File: config.mk
export PLATFORM = sky130hd
export DESIGN_NAME = rt_status_builder
export DESIGN_NICKNAME = d
export VERILOG_FILES = /design/src/rtl/rtsw_pkg.sv /design/src/rtl/rtsw_cmd_latch.sv /design/src/rtl/rtsw_data_gate.sv /design/src/rtl/rtsw_pack.sv /design/src/rtl/rt_status_builder.sv
export SDC_FILE = /design/constraint.sdc
export NUM_CORES = 1
export LEC_CHECK = 0
export ABC_AREA = 1
export BUFFER_PORTS_ARGS = -buffer_cell sky130_fd_sc_hd__buf_2
export CAP_MARGIN = 20
export CORE_MARGIN = 2
export CORE_UTILIZATION = 44
export DETAILED_ROUTE_END_ITERATION = 8
export PLACE_DENSITY = 0.85
export SYNTH_ARGS = -nofsm -noshare
export SYNTH_HDL_FRONTEND = slang
export SYNTH_SLANG_ARGS = --single-unit
File: constraint.sdc
create_clock -name clk_i -period 1.1 [get_ports clk_i]
set_input_delay 0.055 -clock clk_i [delete_from_list [all_inputs] [get_ports clk_i]]
set_output_delay 0.055 -clock clk_i [all_outputs]
set_load 0.01 [all_outputs]
File: src/rtl/rtsw_pkg.sv
package rtsw_pkg;
  localparam int unsigned ADDR_W = 5;
  localparam int unsigned FLD_W  = 5;
  localparam int unsigned WORD_W = 16;

  typedef struct packed {
    logic [ADDR_W-1:0] addr;   // 15..11
    logic              me;     // 10
    logic              z9;
    logic              sr;     // 8
    logic [3:0]        z7_4;
    logic              bcr;    // 3
    logic              busy;   // 2
    logic              ssf;    // 1
    logic              z0;
  } status_t;

  typedef struct packed {
    logic             vld;
    logic             tx;
    logic             bcast;
    logic [FLD_W-1:0] sa;
    logic [FLD_W-1:0] mc;
  } cmd_t;
endpackage

File: src/rtl/rtsw_cmd_latch.sv
module rtsw_cmd_latch
  import rtsw_pkg::*;
(
  input  logic             clk_i,
  input  logic             rst_ni,
  input  logic             cmd_xfer_i,
  input  logic             cmd_tx_i,
  input  logic             cmd_bcast_i,
  input  logic [FLD_W-1:0] cmd_sa_i,
  input  logic [FLD_W-1:0] cmd_mc_i,
  input  logic             illegal_ni,
  input  logic             msg_err_i,
  output cmd_t             cmd_o,
  output logic             me_o
);
  cmd_t cmd_q;
  logic me_q;

  always_ff @(posedge clk_i or negedge rst_ni) begin
    if (!rst_ni) begin
      cmd_q <= '0;
      me_q  <= 1'b0;
    end else if (cmd_xfer_i) begin
      cmd_q <= '{vld: 1'b1, tx: cmd_tx_i, bcast: cmd_bcast_i, sa: cmd_sa_i, mc: cmd_mc_i};
      me_q  <= ~illegal_ni;          // sample point for illegal
    end else if (msg_err_i) begin
      me_q  <= 1'b1;                 // sticky until next command
    end
  end

  assign cmd_o = cmd_q;
  assign me_o  = me_q;
endmodule

File: src/rtl/rtsw_data_gate.sv
module rtsw_data_gate
  import rtsw_pkg::*;
#(
  parameter logic [FLD_W-1:0] MC_TX_LAST = FLD_W'(18),
  parameter logic [FLD_W-1:0] MC_TX_BIT  = FLD_W'(19)
) (
  input  cmd_t cmd_i,
  input  logic busy_i,
  output logic tx_en_o,
  output logic rx_en_o
);
  localparam logic [FLD_W-1:0] SA_MODE_LO = '0;
  localparam logic [FLD_W-1:0] SA_MODE_HI = '1;

  logic is_mode, exempt;

  always_comb begin
    is_mode = (cmd_i.sa == SA_MODE_LO) || (cmd_i.sa == SA_MODE_HI);
    exempt  = is_mode && cmd_i.tx &&
              ((cmd_i.mc == MC_TX_LAST) || (cmd_i.mc == MC_TX_BIT));
    tx_en_o = cmd_i.vld && cmd_i.tx && (exempt || !busy_i);
    rx_en_o = cmd_i.vld && !cmd_i.tx;  // busy never gates host writes
  end
endmodule

File: src/rtl/rtsw_pack.sv
module rtsw_pack
  import rtsw_pkg::*;
(
  input  logic [ADDR_W-1:0] addr_i,
  input  logic              me_i,
  input  logic              sr_i,
  input  logic              bcr_i,
  input  logic              busy_i,
  input  logic              ssf_i,
  output logic [WORD_W-1:0] word_o
);
  status_t sw;

  always_comb begin
    sw      = '0;
    sw.addr = addr_i;
    sw.me   = me_i;
    sw.sr   = sr_i;
    sw.bcr  = bcr_i;
    sw.busy = busy_i;
    sw.ssf  = ssf_i;
    word_o  = sw;
  end
endmodule

File: src/rtl/rt_status_builder.sv
module rt_status_builder
  import rtsw_pkg::*;
#(
  parameter logic [FLD_W-1:0] MC_TX_LAST = FLD_W'(18),
  parameter logic [FLD_W-1:0] MC_TX_BIT  = FLD_W'(19)
) (
  input  logic              clk_i,
  input  logic              rst_ni,
  input  logic [ADDR_W-1:0] rt_addr_i,
  input  logic              busy_ni,
  input  logic              ssflag_ni,
  input  logic              srvreq_ni,
  input  logic              illegal_ni,
  input  logic              msg_err_i,
  input  logic              cmd_xfer_i,
  input  logic              cmd_tx_i,
  input  logic              cmd_bcast_i,
  input  logic [FLD_W-1:0]  cmd_sa_i,
  input  logic [FLD_W-1:0]  cmd_mc_i,
  output logic [WORD_W-1:0] status_word_o,
  output logic              tx_data_en_o,
  output logic              rx_xfer_en_o
);
  cmd_t cmd;
  logic me;

  rtsw_cmd_latch u_latch (
    .clk_i, .rst_ni, .cmd_xfer_i, .cmd_tx_i, .cmd_bcast_i,
    .cmd_sa_i, .cmd_mc_i, .illegal_ni, .msg_err_i,
    .cmd_o (cmd),
    .me_o  (me)
  );

  rtsw_data_gate #(.MC_TX_LAST(MC_TX_LAST), .MC_TX_BIT(MC_TX_BIT)) u_gate (
    .cmd_i   (cmd),
    .busy_i  (~busy_ni),
    .tx_en_o (tx_data_en_o),
    .rx_en_o (rx_xfer_en_o)
  );

  rtsw_pack u_pack (
    .addr_i (rt_addr_i),
    .me_i   (me),
    .sr_i   (~srvreq_ni),
    .bcr_i  (cmd.bcast),
    .busy_i (~busy_ni),
    .ssf_i  (~ssflag_ni),
    .word_o (status_word_o)
  );
endmodule

# Word-level counts from Yosys, hierarchy flattened

Index checks and enable logic that the tools add are counted.

Bits in registers: 14
Input port bits: 25
Output and inout bits: 18

Equal/unequal tests: 3
Mux-type cells: 2
Bitwise gates (word level): 4
Reductions and logical operators: 11

Operators with widths:

| operator                                   | count |
|---|---|
| equality test 5 bit, second input constant | 3 |
| logical AND 1 bit                          | 5 |
| logical NOT 5 bit                          | 1 |
| NOT 1 bit                                  | 4 |
| logical OR 1 bit                           | 3 |
| 2-to-1 mux 1 bit                           | 2 |
| nonzero test 2 bit                         | 1 |
| logical NOT 1 bit                          | 1 |

# Logic depth before layout (Yosys ltp)

Depth in word-level cells: 6
Mapped depth: 5

# By module

From an unflattened synthesis, not the netlist that was laid out.

Cells, all modules: 98
Area, all modules: 774.5 µm²

Modules (own cells, without submodules):

| module            | instances | cells each | area an instance (µm²) | seq. area each (µm²) |
|---|---|---|---|---|
| rtsw_cmd_latch    | 1         | 60         | 564.3                  | 350.3 |
| rtsw_pack         | 1         | 17         | 123.9                  | 0.0 |
| rtsw_data_gate    | 1         | 18         | 75.1                   | 0.0 |
| rt_status_builder | 1         | 3          | 11.3                   | 0.0 |

# Worst setup path after synthesis

Ideal clock, no wire load.

Path type: reg2out
From: register u_latch.cmd_q, in the netlist u_latch.cmd_o[7]
To: output port tx_data_en_o
Data arrival time: 0.806 ns
Setup slack: 0.239 ns
Cell stages (with the launch flop): 6
Buffers on the path: 0
Path through: dfrtp_1 -> nor2_1 -> nand2_1 -> nand2_1 -> nand3_1 -> a21oi_2

Longest elaborated chain between the ends: 6
Elaborated cells on any way between the ends: 7

RTL lines:

| item                                                            | RTL line                | RTL |
|---|---|---|
| start: declaration                                              | rtsw_cmd_latch.sv:16    | `cmd_t cmd_q;` |
| start signal: assignment                                        | rtsw_cmd_latch.sv:24    | `cmd_q <= '{vld: 1'b1, tx: cmd_tx_i, bcast: cmd_bcast_i, sa: cmd_sa_i, mc: cmd_mc_i};` |
| equality test 5 bit / logical NOT 5 bit (equally long branches) | rtsw_data_gate.sv:18    | `is_mode = (cmd_i.sa == SA_MODE_LO) \|\| (cmd_i.sa == SA_MODE_HI);` |
| logical OR 1 bit *                                              | rtsw_data_gate.sv:18    |  |
| logical AND 1 bit * (2 in series)                               | rtsw_data_gate.sv:19    | `exempt = is_mode && cmd_i.tx &&` |
| logical OR 1 bit *                                              | rtsw_data_gate.sv:21    | `tx_en_o = cmd_i.vld && cmd_i.tx && (exempt \|\| !busy_i);` |
| logical AND 1 bit *                                             | rtsw_data_gate.sv:21    |  |
| end: declaration                                                | rt_status_builder.sv:21 | `output logic tx_data_en_o,` |

Every way passes the cells marked *; elsewhere a longest branch is shown, timed or not.

# Worst setup path in the final report

Ends and elaborated chain as after synthesis.

==> impl_metrics.tcl <==
set metrics [dict create \
    critPathTopFamily "flip-flops" \
    synth-warning-count 0 \
    critical-path-slowest-cell "sky130_fd_sc_hd__dfrtp_1" \
    worstSetupStartpoint "u_latch.cmd_o[7]" \
    yosys-mux-area-fraction 0 \
    start_util 0.465 \
    grt_overflow 0 \
    minimum_period_implied_by_the_final_worst_setup_slack_ps 1280 \
    number_of_core_rows 14 \
    power_per_cell_area_mw_per_mm2 1180 \
    worst-endpoint-required_ps 1040 \
    cts_tree "done" \
    clock.fmax_ghz 0.782 \
    timing.rr.start "u_latch.cmd_o[8]" \
    setup_repair_after_global_routing_missed_its_margin "yes" \
    grt_max_degree 18 \
    drt_first_iter_violations 7 \
    cts.sinks 13 \
    ys_ff_latch 13 \
    p_leak_uw 0.000497 \
    reg2reg_depth 4 \
    die_area_mm2 0.00191 \
    finalHoldViolCount 1 \
    timing.critical_path.slowest_cell_delay_ps 400 \
    detailedPlace.worstSlack_ps 125 \
    timing_worst_setup_path_type "flop to output pin" \
    clk_pin_slew_worst_paths_ps 80 \
    setup.worst_path.start_class "flop" \
    syn_area_um2 692 \
    fin_worst_skew_ps 0 \
    cts_inserted_buffers 3 \
    timing.reg2reg.setup_slack_ps 240 \
    cap_viol_max_count 0 \
    setup-tns-final_ps -179 \
    timing.critical_path.mode_cell "sky130_fd_sc_hd__nand2_1" \
    cts_max_path_buffers 2 \
    area_added_between_synthesis_and_finish_pct 27.5 \
    seq_power_share 0.520 \
    synthSimpleGateAreaFrac 0.226 \
    ys_types 14 \
    clock_tree.root_cell "sky130_fd_sc_hd__clkbuf_4" \
    worst_hold_startpoint "cmd_mc_i[3]" \
    run_status "finished with violations" \
    grt_first_pass_wirelength_um 2180 \
    yosysMostFrequentCell "sky130_fd_sc_hd__nand2_1" \
    worst-path-stages 6 \
    synth_fa_ha_area_frac 0 \
    gp_congestion 0.717 \
    cp_cell_sequence "nor2_1, nand2_1, nand2_1, nand3_2, a21oi_2, buf_2" \
    route.detailed.drc 0 \
    biggest_fanout_along_the_worst_timing_path 3 \
    antenna_found_initial 0 \
    synth_compound_gate_area_share 0.0488 \
    min_path_type "input pin to flop" \
    netlist_top_cells_area "sky130_fd_sc_hd__dfrtp_1, sky130_fd_sc_hd__nand2_1, sky130_fd_sc_hd__buf_4" \
    netlist.top_cell.by_area "sky130_fd_sc_hd__dfrtp_1" \
    clock_power_share 0.287 \
    hold_depth 3 \
    detail_route.wl_per_cell_um 10.6 \
    timing.critical_path.arrival_ps 1220 \
    die_width_um 43.7 \
    report.final.slew_viol_count 0 \
    maximum_vdd_drop_uv 884 \
    violations_in_the_final_reports "hold timing, setup timing" \
    critical_path.n_buffers_inverters 1 \
    first_global_vias 516 \
    setup-violations-final 1 \
    finalCritPeriodShare 1.16 \
    critPathCaptureType "output pin" \
    drt_first_pass_iters 5 \
    net-switching-power_uw 284 \
    syn_inst 87 \
    ys_top_cells_by_count "sky130_fd_sc_hd__nand2_1, sky130_fd_sc_hd__buf_4, sky130_fd_sc_hd__dfrtp_1, sky130_fd_sc_hd__inv_1, sky130_fd_sc_hd__nor2_1" \
    switching_share 0.273 \
    die_h_um 43.7 \
    postSynthAreaPerCell_um2 7.95 \
    vias_per_cell 4.46 \
    seq_area_frac_synth 0.470 \
    n_antenna_cell 0 \
    grt_usage 0.160 \
    coreArea_mm2 0.00149 \
    drive_above_1_share 0.291 \
    postRouteAntennaNets 0 \
    via_count 593 \
    fraction_of_synthesized_cell_area_taken_by_the_top_area_cell_type 0.470 \
    pwr-share-comb 0.193 \
    power_report.internal_total_uw 755 \
    ios 43 \
    finalWirelength_um 1400 \
    postSynth.topFlopCell "sky130_fd_sc_hd__dfrtp_1" \
    async_flop_share 1.00 \
    main_combinational_cell_family_by_area_after_synthesis "buffers and inverters" \
    synth_enable_flop_cells 0 \
    finish.net_count 143 \
    post-route-util 0.592 \
    htree_num_levels 1 \
    synth_xor_area_frac 0 \
    io_buffer_count 25 \
    worst_hold_slack_ps -5.01 \
    worst_slack_ps -179 \
    insertion_delay_ps 270 \
]
tightest hold or removal path, stage by stage:
cell and delay (ps):
sky130_fd_sc_hd__buf_2 80, sky130_fd_sc_hd__nand2_1 40, sky130_fd_sc_hd__o21ai_0 60
layout make-up:
type	count	area [um^2]
Sequential cell	13	325
Fill cell	141	607
Timing Repair Buffer	39	260
Tap cell	16	20.0
Multi-Input combinational cell	53	220
Clock buffer	4	26.3
Inverter	8	30.0
registers in the layout (all words and copies together), names as in the netlist:
| name | count |
|---|---|
| u_latch.cmd_o | 12 |
| u_latch.me_o | 1 |
final timing paths:
| check | endpoint |
|---|---|
| setup / recovery | tx_data_en_o |
| hold / removal | u_latch.cmd_o[3] |
| setup reg to reg | u_latch.cmd_o[8] |
| hold reg to reg | u_latch.cmd_o[12] |
| max in group asynchronous | u_latch.cmd_o[5] |
| min in group asynchronous | u_latch.me_o |
power groups by stage:
stage / combinational (uW) / sequential [uW] / clock (uW)
final: 200 / 540 / 298
after global routing: 226 / 545 / 320
after CTS: 191 / 537 / 298
after detailed placement: 152 / 547 / 0
after global placement: 146 / 545 / 0
after floorplan: 143 / 542 / 0
through the flow:
stage	total power [uW]	instances	hold WS [ps]	area (um^2)
2_1_floorplan	685	92	-241	711
3_3_place_gp	691	115	-57.4	713
3_5_place_dp	698	115	-40.2	713
4_1_cts	1030	132	1.33	872
5_1_grt	1090	133	31.1	882
6_report	1040	133	-5.01	882
logic make-up (layout without fill, tap and decap cells):
logic type	count (synthesis)	after routing
simple gates	41	41
flops	13	13
compound gates	6	6
buf+inv	26	51
other cells	1	6
layer usage:
layer / up-vias / part of all wire / track usage
met1: 258 / 0.35 / 0.180
li1: 298 / - / -
met5: - / 0 / 0
met2: 32 / 0.54 / 0.276
met3: 5 / 0.078 / 0.0125
met4: 0 / 0.034 / 0.121
cells in the final DEF (no fill, tap or decap):
| master | instances |
|---|---|
| sky130_fd_sc_hd__nand2_1 | 35 |
| sky130_fd_sc_hd__buf_2 | 25 |
| sky130_fd_sc_hd__dfrtp_1 | 13 |
| sky130_fd_sc_hd__dlygate4sd3_1 | 12 |
| sky130_fd_sc_hd__inv_1 | 7 |
| sky130_fd_sc_hd__conb_1 | 6 |
| sky130_fd_sc_hd__nor2_1 | 3 |
| sky130_fd_sc_hd__o21ai_0 | 3 |
| sky130_fd_sc_hd__clkbuf_4 | 3 |
| sky130_fd_sc_hd__buf_4 | 2 |
| sky130_fd_sc_hd__o21ai_1 | 1 |
| sky130_fd_sc_hd__nor2_2 | 1 |
| sky130_fd_sc_hd__nand3_2 | 1 |
| sky130_fd_sc_hd__a21oi_2 | 1 |
| sky130_fd_sc_hd__inv_2 | 1 |
| sky130_fd_sc_hd__nor3_1 | 1 |
| sky130_fd_sc_hd__a21oi_1 | 1 |
| sky130_fd_sc_hd__clkbuf_1 | 1 |
repair_timing:
item | CTS | global route
resized for setup | 1 | 1
hold buffers | 12 | 0
setup endpoints to repair | 1 | 1
pin swaps | 2 | 1
hold endpoints to repair | 24 | 0
setup buffers | 1 | 1
Power figures use the tool's default switching activity.
